$ cat src/rtl/hs_pkg.sv
package hs_pkg;

    typedef enum logic [1:0] {
        M_VEC = 2'd0,
        M_DRD = 2'd1,
        M_DWR = 2'd2
    } mode_e;

    typedef struct packed {
        logic low;
        logic rise;
    } ack_ev_t;

    function automatic logic mode_legal(input logic [1:0] code);
        return code != 2'd3;
    endfunction

    function automatic logic drives_bus(input mode_e m);
        return m != M_DWR;
    endfunction

endpackage

$ cat src/rtl/hs_ack.sv
module hs_ack
    import hs_pkg::*;
#(
    parameter int DW = 32
) (
    input  logic          clk,
    input  logic          rst,
    input  logic          ack_n_i,
    input  logic [DW-1:0] d_i,
    output ack_ev_t       ev_o,
    output logic [DW-1:0] hold_o
);
    logic ack_n_prev;

    always_ff @(posedge clk) begin
        if (rst) begin
            ack_n_prev <= 1'b1;
            hold_o     <= '0;
        end else begin
            ack_n_prev <= ack_n_i;
            if (!ack_n_i)
                hold_o <= d_i;
        end
    end

    always_comb begin
        ev_o.low  = !ack_n_i;
        ev_o.rise = ack_n_i && !ack_n_prev;
    end
endmodule

$ cat src/rtl/hs_state.sv
module hs_state
    import hs_pkg::*;
#(
    parameter int DW = 32,
    parameter int VW = 8
) (
    input  logic          clk,
    input  logic          rst,
    input  logic          mode_set_i,
    input  logic [1:0]    mode_val_i,
    input  logic          vec_wr_i,
    input  logic [VW-1:0] vec_data_i,
    input  logic          core_irq_i,
    input  logic          core_rx_wr_i,
    input  logic [DW-1:0] core_rx_data_i,
    input  logic          core_tx_rd_i,
    input  ack_ev_t       ev_i,
    input  logic [DW-1:0] hold_i,
    output mode_e         mode_o,
    output logic [VW-1:0] vec_o,
    output logic [DW-1:0] rx_o,
    output logic [DW-1:0] tx_o,
    output logic          irq_pend_o,
    output logic          rx_pend_o,
    output logic          tx_pend_o
);
    logic rel_vec, rel_rd, rel_wr;

    assign rel_vec = ev_i.rise && (mode_o == M_VEC);
    assign rel_rd  = ev_i.rise && (mode_o == M_DRD);
    assign rel_wr  = ev_i.rise && (mode_o == M_DWR);

    always_ff @(posedge clk) begin
        if (rst) begin
            mode_o     <= M_VEC;
            vec_o      <= '0;
            rx_o       <= '0;
            tx_o       <= '0;
            irq_pend_o <= 1'b0;
            rx_pend_o  <= 1'b0;
            tx_pend_o  <= 1'b0;
        end else begin
            if (mode_set_i && mode_legal(mode_val_i))
                mode_o <= mode_e'(mode_val_i);
            if (vec_wr_i)
                vec_o <= vec_data_i;

            if (core_irq_i)
                irq_pend_o <= 1'b1;
            else if (rel_vec)
                irq_pend_o <= 1'b0;

            if (core_rx_wr_i) begin
                rx_o      <= core_rx_data_i;
                rx_pend_o <= 1'b1;
            end else if (rel_rd) begin
                rx_pend_o <= 1'b0;
            end

            if (rel_wr) begin
                tx_o      <= hold_i;
                tx_pend_o <= 1'b1;
            end else if (core_tx_rd_i) begin
                tx_pend_o <= 1'b0;
            end
        end
    end
endmodule

$ cat src/rtl/hs_drive.sv
module hs_drive
    import hs_pkg::*;
#(
    parameter int DW = 32,
    parameter int VW = 8
) (
    input  mode_e         mode_i,
    input  ack_ev_t       ev_i,
    input  logic [VW-1:0] vec_i,
    input  logic [DW-1:0] rx_i,
    input  logic          irq_pend_i,
    input  logic          rx_pend_i,
    input  logic          tx_pend_i,
    output logic [DW-1:0] d_o,
    output logic          d_oe_o,
    output logic          req_n_o
);
    localparam int PAD = DW - VW;

    logic [DW-1:0] vec_wide;

    generate
        if (PAD > 0) begin : g_pad
            assign vec_wide = {{PAD{1'b0}}, vec_i};
        end else begin : g_nopad
            assign vec_wide = vec_i[DW-1:0];
        end
    endgenerate

    always_comb begin
        d_oe_o = ev_i.low && drives_bus(mode_i);
        d_o    = (mode_i == M_DRD) ? rx_i : vec_wide;
        unique case (mode_i)
            M_VEC:   req_n_o = !irq_pend_i;
            M_DRD:   req_n_o = !rx_pend_i;
            M_DWR:   req_n_o = tx_pend_i;
            default: req_n_o = 1'b1;
        endcase
    end
endmodule

$ cat src/rtl/hostport_hs.sv
module hostport_hs
    import hs_pkg::*;
#(
    parameter int DW = 32,
    parameter int VW = 8
) (
    input  logic          clk,
    input  logic          rst,
    input  logic          mode_set_i,
    input  logic [1:0]    mode_val_i,
    input  logic          vec_wr_i,
    input  logic [VW-1:0] vec_data_i,
    input  logic          core_irq_i,
    input  logic          core_rx_wr_i,
    input  logic [DW-1:0] core_rx_data_i,
    input  logic          core_tx_rd_i,
    output logic [DW-1:0] tx_data_o,
    output logic          tx_pend_o,
    output logic          rx_pend_o,
    input  logic          ack_n_i,
    input  logic [DW-1:0] d_i,
    output logic [DW-1:0] d_o,
    output logic          d_oe_o,
    output logic          req_n_o
);
    ack_ev_t       ev;
    logic [DW-1:0] hold;
    mode_e         mode_q;
    logic [VW-1:0] vec_q;
    logic [DW-1:0] rx_q;
    logic          irq_pend;

    hs_ack #(.DW(DW)) u_ack (
        .clk     (clk),
        .rst     (rst),
        .ack_n_i (ack_n_i),
        .d_i     (d_i),
        .ev_o    (ev),
        .hold_o  (hold)
    );

    hs_state #(.DW(DW), .VW(VW)) u_state (
        .clk            (clk),
        .rst            (rst),
        .mode_set_i     (mode_set_i),
        .mode_val_i     (mode_val_i),
        .vec_wr_i       (vec_wr_i),
        .vec_data_i     (vec_data_i),
        .core_irq_i     (core_irq_i),
        .core_rx_wr_i   (core_rx_wr_i),
        .core_rx_data_i (core_rx_data_i),
        .core_tx_rd_i   (core_tx_rd_i),
        .ev_i           (ev),
        .hold_i         (hold),
        .mode_o         (mode_q),
        .vec_o          (vec_q),
        .rx_o           (rx_q),
        .tx_o           (tx_data_o),
        .irq_pend_o     (irq_pend),
        .rx_pend_o      (rx_pend_o),
        .tx_pend_o      (tx_pend_o)
    );

    hs_drive #(.DW(DW), .VW(VW)) u_drive (
        .mode_i     (mode_q),
        .ev_i       (ev),
        .vec_i      (vec_q),
        .rx_i       (rx_q),
        .irq_pend_i (irq_pend),
        .rx_pend_i  (rx_pend_o),
        .tx_pend_i  (tx_pend_o),
        .d_o        (d_o),
        .d_oe_o     (d_oe_o),
        .req_n_o    (req_n_o)
    );
endmodule

$ cat config.mk
export PLATFORM = sky130hd
export DESIGN_NAME = hostport_hs
export DESIGN_NICKNAME = d
export VERILOG_FILES = /design/src/rtl/hs_pkg.sv /design/src/rtl/hs_ack.sv /design/src/rtl/hs_state.sv /design/src/rtl/hs_drive.sv /design/src/rtl/hostport_hs.sv
export SDC_FILE = /design/constraint.sdc
export NUM_CORES = 1
export LEC_CHECK = 0
export ABC_AREA = 1
export BUFFER_PORTS_ARGS = -buffer_cell sky130_fd_sc_hd__buf_2
export CAP_MARGIN = 20
export CORE_MARGIN = 4
export CORE_UTILIZATION = 40
export CTS_BUF_LIST = sky130_fd_sc_hd__clkbuf_8
export DETAILED_ROUTE_END_ITERATION = 10
export GPL_TIMING_DRIVEN = 1
export PLACE_DENSITY = 0.68
export SLEW_MARGIN = 0
export SYNTH_ARGS = -nofsm -noshare
export SYNTH_HDL_FRONTEND = slang
export SYNTH_SLANG_ARGS = --single-unit
$ cat constraint.sdc
create_clock -name clk -period 1.1 [get_ports clk]
set_input_delay 0.165 -clock clk [delete_from_list [all_inputs] [get_ports clk]]
set_output_delay 0.165 -clock clk [all_outputs]
set_load 0.01 [all_outputs]
==> impl_metrics.csv <==
group,metric,value,unit
status,outcome,"finished with violations",
status,violations,"negative setup slack",
detailed_routing,ant_nets,0,
global_routing,grt_pass1_vias,3721,
die,die_h,110,um
critical_path,slowest_delay,0.34,ns
detailed_routing,wire_per_inst,12.5,um
run,maxCapViolations,0,
logic_synthesis,syn_area_per_cell,7.26,um2
cells_and_area,multi_input_area,1590,um2
logic_synthesis,synth_top_family_by_area,"simple AND/OR/NAND/NOR gates",
clocking,h-tree-depth,3,
detailed_routing,drt_iter0_markers,188,
power_and_ir_drop,p_leak,0.00281,uW
timing,fmax,650,MHz
logic_synthesis,synth_adder_area_share,0,%
critical_path,crit_type,"register to output pin",
clocking,clk_transition_reported_paths,0.11,ns
cells_and_area,num-nets-final,821,
die,die_area,12200,um2
clocking,insertion_delay,0.36,ns
clocking,clockRootBuffer,"clkbuf_8",
die,fp-row-count,37,
power_and_ir_drop,powerDensity,1380,nW/um2
global_routing,overflow,0,
logic_synthesis,synth_compound_gate_area_share,15.9,%
critical_path,cp_cell_sequence,"inv_2, nor2_4, inv_2, clkbuf_16, nand2_1, nand2_1, buf_2",
logic_synthesis,synthSimpleGateAreaFrac,20.8,%
timing,min_period,1.54,ns
critical_path,cp_slowest_cell,"dfxtp_2",
cells_and_area,antennaDiodeCount,0,
cells_and_area,nFillCells,1020,
cells_and_area,syn_to_final_growth,38.5,%
detailed_routing,routed_via_density,4.69,
logic_synthesis,synth_top_area_cell,"dfxtp_1",
cells_and_area,finalInstanceArea,5800,um2
logic_synthesis,yosysUniqueCellTypes,13,
timing,slew_headroom,82.1,%
critical_path,worstPathRequired,0.94,ns
timing,setup_viol,67,
placed_design,postPlaceCellArea,5110,um2
cells_and_area,final_cells,880,
placed_design,place.gp.congestion,0.798,
cells_and_area,drive_gt1_share,29.8,%
logic_synthesis,synthMuxAreaShare,0,%
detailed_routing,drc,0,
hold_path,hp-class,"input pin to register",
global_routing,track_usage,17.5,%
critical_path,cp-start-kind,"register",
timing,setup_ws,-0.438,ns
logic_synthesis,synth-seq-area-share,52.6,%
timing,rsz0062_at_grt,"yes",
logic_synthesis,synth-xor-area-share,0,%
timing,min_period_over_period,140,%
clocking,numCtsBuffers,9,
critical_path,cp.arrival,1.37,ns
die,initial_core_util,40.8,%
global_routing,grt_max_degree,53,
global_routing,antenna_found_initial,2,
power_and_ir_drop,ir_drop,667,uV
logic_synthesis,yosys-top-cells-area,"dfxtp_1, nor2_1, nand2_1, o21ai_0, a21oi_1",
logic_synthesis,synth-seq-cells,110,
timing,clock_skew,0.0125,ns
logic_synthesis,synthCells,577,
detailed_routing,drt-total-wl,11000,um
logic_synthesis,synth_top_area_share,52.6,%
die,core-area,10300,um2
logic_synthesis,syn-num-nets,659,
die,pin_count,150,
timing,hold-worst-slack,0.0265,ns
timing,hold_viol,0,
placed_design,placed_cells,842,
clocking,tritoncts,"yes",
clocking,cts_buffer_depth,2,
timing,tightest_slew,0.265,ns
timing,drv_slew,0,
cells_and_area,register_area,2210,um2
clocking,clock_sinks,110,
power_and_ir_drop,power,8030,uW
detailed_routing,dr.pass1.iters,5,
placed_design,dp_hpwl,6940,um
detailed_routing,vias,4129,
die,die_x,110,um
global_routing,grt_pass1_wl,17000,um
critical_path,cp-end-kind,"output pin",
logic_synthesis,yosysWarnings,0,
cells_and_area,fin_util,56.5,%
placed_design,port_buffers,149,
logic_synthesis,syn_area,4190,um2
critical_path,crit_fanout,16,
-- cells in the final DEF (no fill, tap or decap) --
cell type	count
buf_2	149
nor2_1	119
dfxtp_1	107
nand2_1	94
o21ai_0	73
inv_1	64
a21oi_1	59
clkbuf_8	10
buf_12	10
nor2_2	8
nand2_2	7
buf_4	7
buf_6	7
buf_16	6
dlygate4sd3_1	5
inv_2	4
dfxtp_2	3
nor2_4	2
bufinv_16	2
inv_8	2
clkbuf_16	2
nor3_1	1
a21oi_2	1
inv_6	1
clkinv_4	1
-- area by class of cell --
type | instances | area share (%)
sequential | 110 | 38.0
multi-input combinational | 364 | 27.4
timing repair buffer | 186 | 23.1
inverter | 68 | 4.40
tap | 136 | 2.93
clock buffer | 10 | 2.37
clock inverter | 6 | 1.73
-- routing by layer --
metal,up-vias,part of all wire (%),global-route usage [%]
li1,2109,-,-
met1,1851,42,21.9
met2,148,49,29.3
met3,17,7.6,4.78
met4,4,1.2,5.28
met5,-,0.29,0
-- synth_stat cells --
cell type	instances
buf_6	6
a21oi_1	60
o21ai_0	73
clkbuf_1	16
dfxtp_1	110
buf_2	12
inv_1	67
inv_2	1
buf_4	1
nor2_2	1
nor3_1	1
nand2_1	101
nor2_1	128
-- report_power, final --
part / internal [uW] / leakage, uW / switching [uW]
clock network: 1390 / 0.000121 / 1420
logic: 424 / 0.00178 / 530
registers: 4190 / 0.000908 / 71.3
total: 6010 / 0.00281 / 2030
-- metrics by stage --
step / setup TNS [ns] / setup WS, ns
6_report: -23.56 / -0.438
5_1_grt: -29.63 / -0.514
4_1_cts: -22.62 / -0.456
3_5_place_dp: -3.40 / -0.103
3_3_place_gp: -2.01 / -0.0888
2_1_floorplan: 0 / 0.00369
-- flip-flops by register name, indices dropped and copies added, names as in the netlist --
| name | count |
|---|---|
| u_state.irq_pend_o | 1 |
| u_state.tx_pend_o | 1 |
| u_state.tx_o | 32 |
| u_ack.ack_n_prev | 1 |
| u_state.vec_o | 8 |
| u_state.rx_o | 32 |
| u_state.rx_pend_o | 1 |
| u_state.mode_o | 2 |
| u_ack.hold_o | 32 |
-- critical path: cells and delay by family, from the launching register on --
family | cells | cell delay [ns]
buf+inv | 4 | 0.49
flops | 1 | 0.34
simple gates | 3 | 0.16
-- kinds of logic after synthesis --
group / count (synthesis)
flops: 110
buf+inv: 103
simple gates: 231
compound gates: 133
-- timing repair --
item | CTS | global route
resized for setup | 23 | 18
gates cloned | 6 | 2
buffers inserted | 10 | 1
endpoints found under the setup margin | 66 | 68
pin swaps | 2 | 10
hold buffers | 5 | 0
endpoints found under the hold margin | 5 | 0
-- worst paths after layout --
path / startpoint / to / slack (ns) / cells past startpoint
worst max-delay path: u_state.mode_o[0]$_SDFFE_PP0P_ / d_o[7] / -0.44 / 7
worst max register to register: u_state.mode_o[0]$_SDFFE_PP0P_ / u_state.tx_o[1]$_SDFFE_PP0P_ / -0.40 / 12
worst min register to register: u_ack.hold_o[26]$_SDFFE_PP0N_ / u_ack.hold_o[26]$_SDFFE_PP0N_ / 0.46 / 2
worst min-delay path: rst / u_state.rx_pend_o$_SDFFE_PP0P_ / 0.03 / 2
No activity file was read; power rests on OpenSTA's default activity.
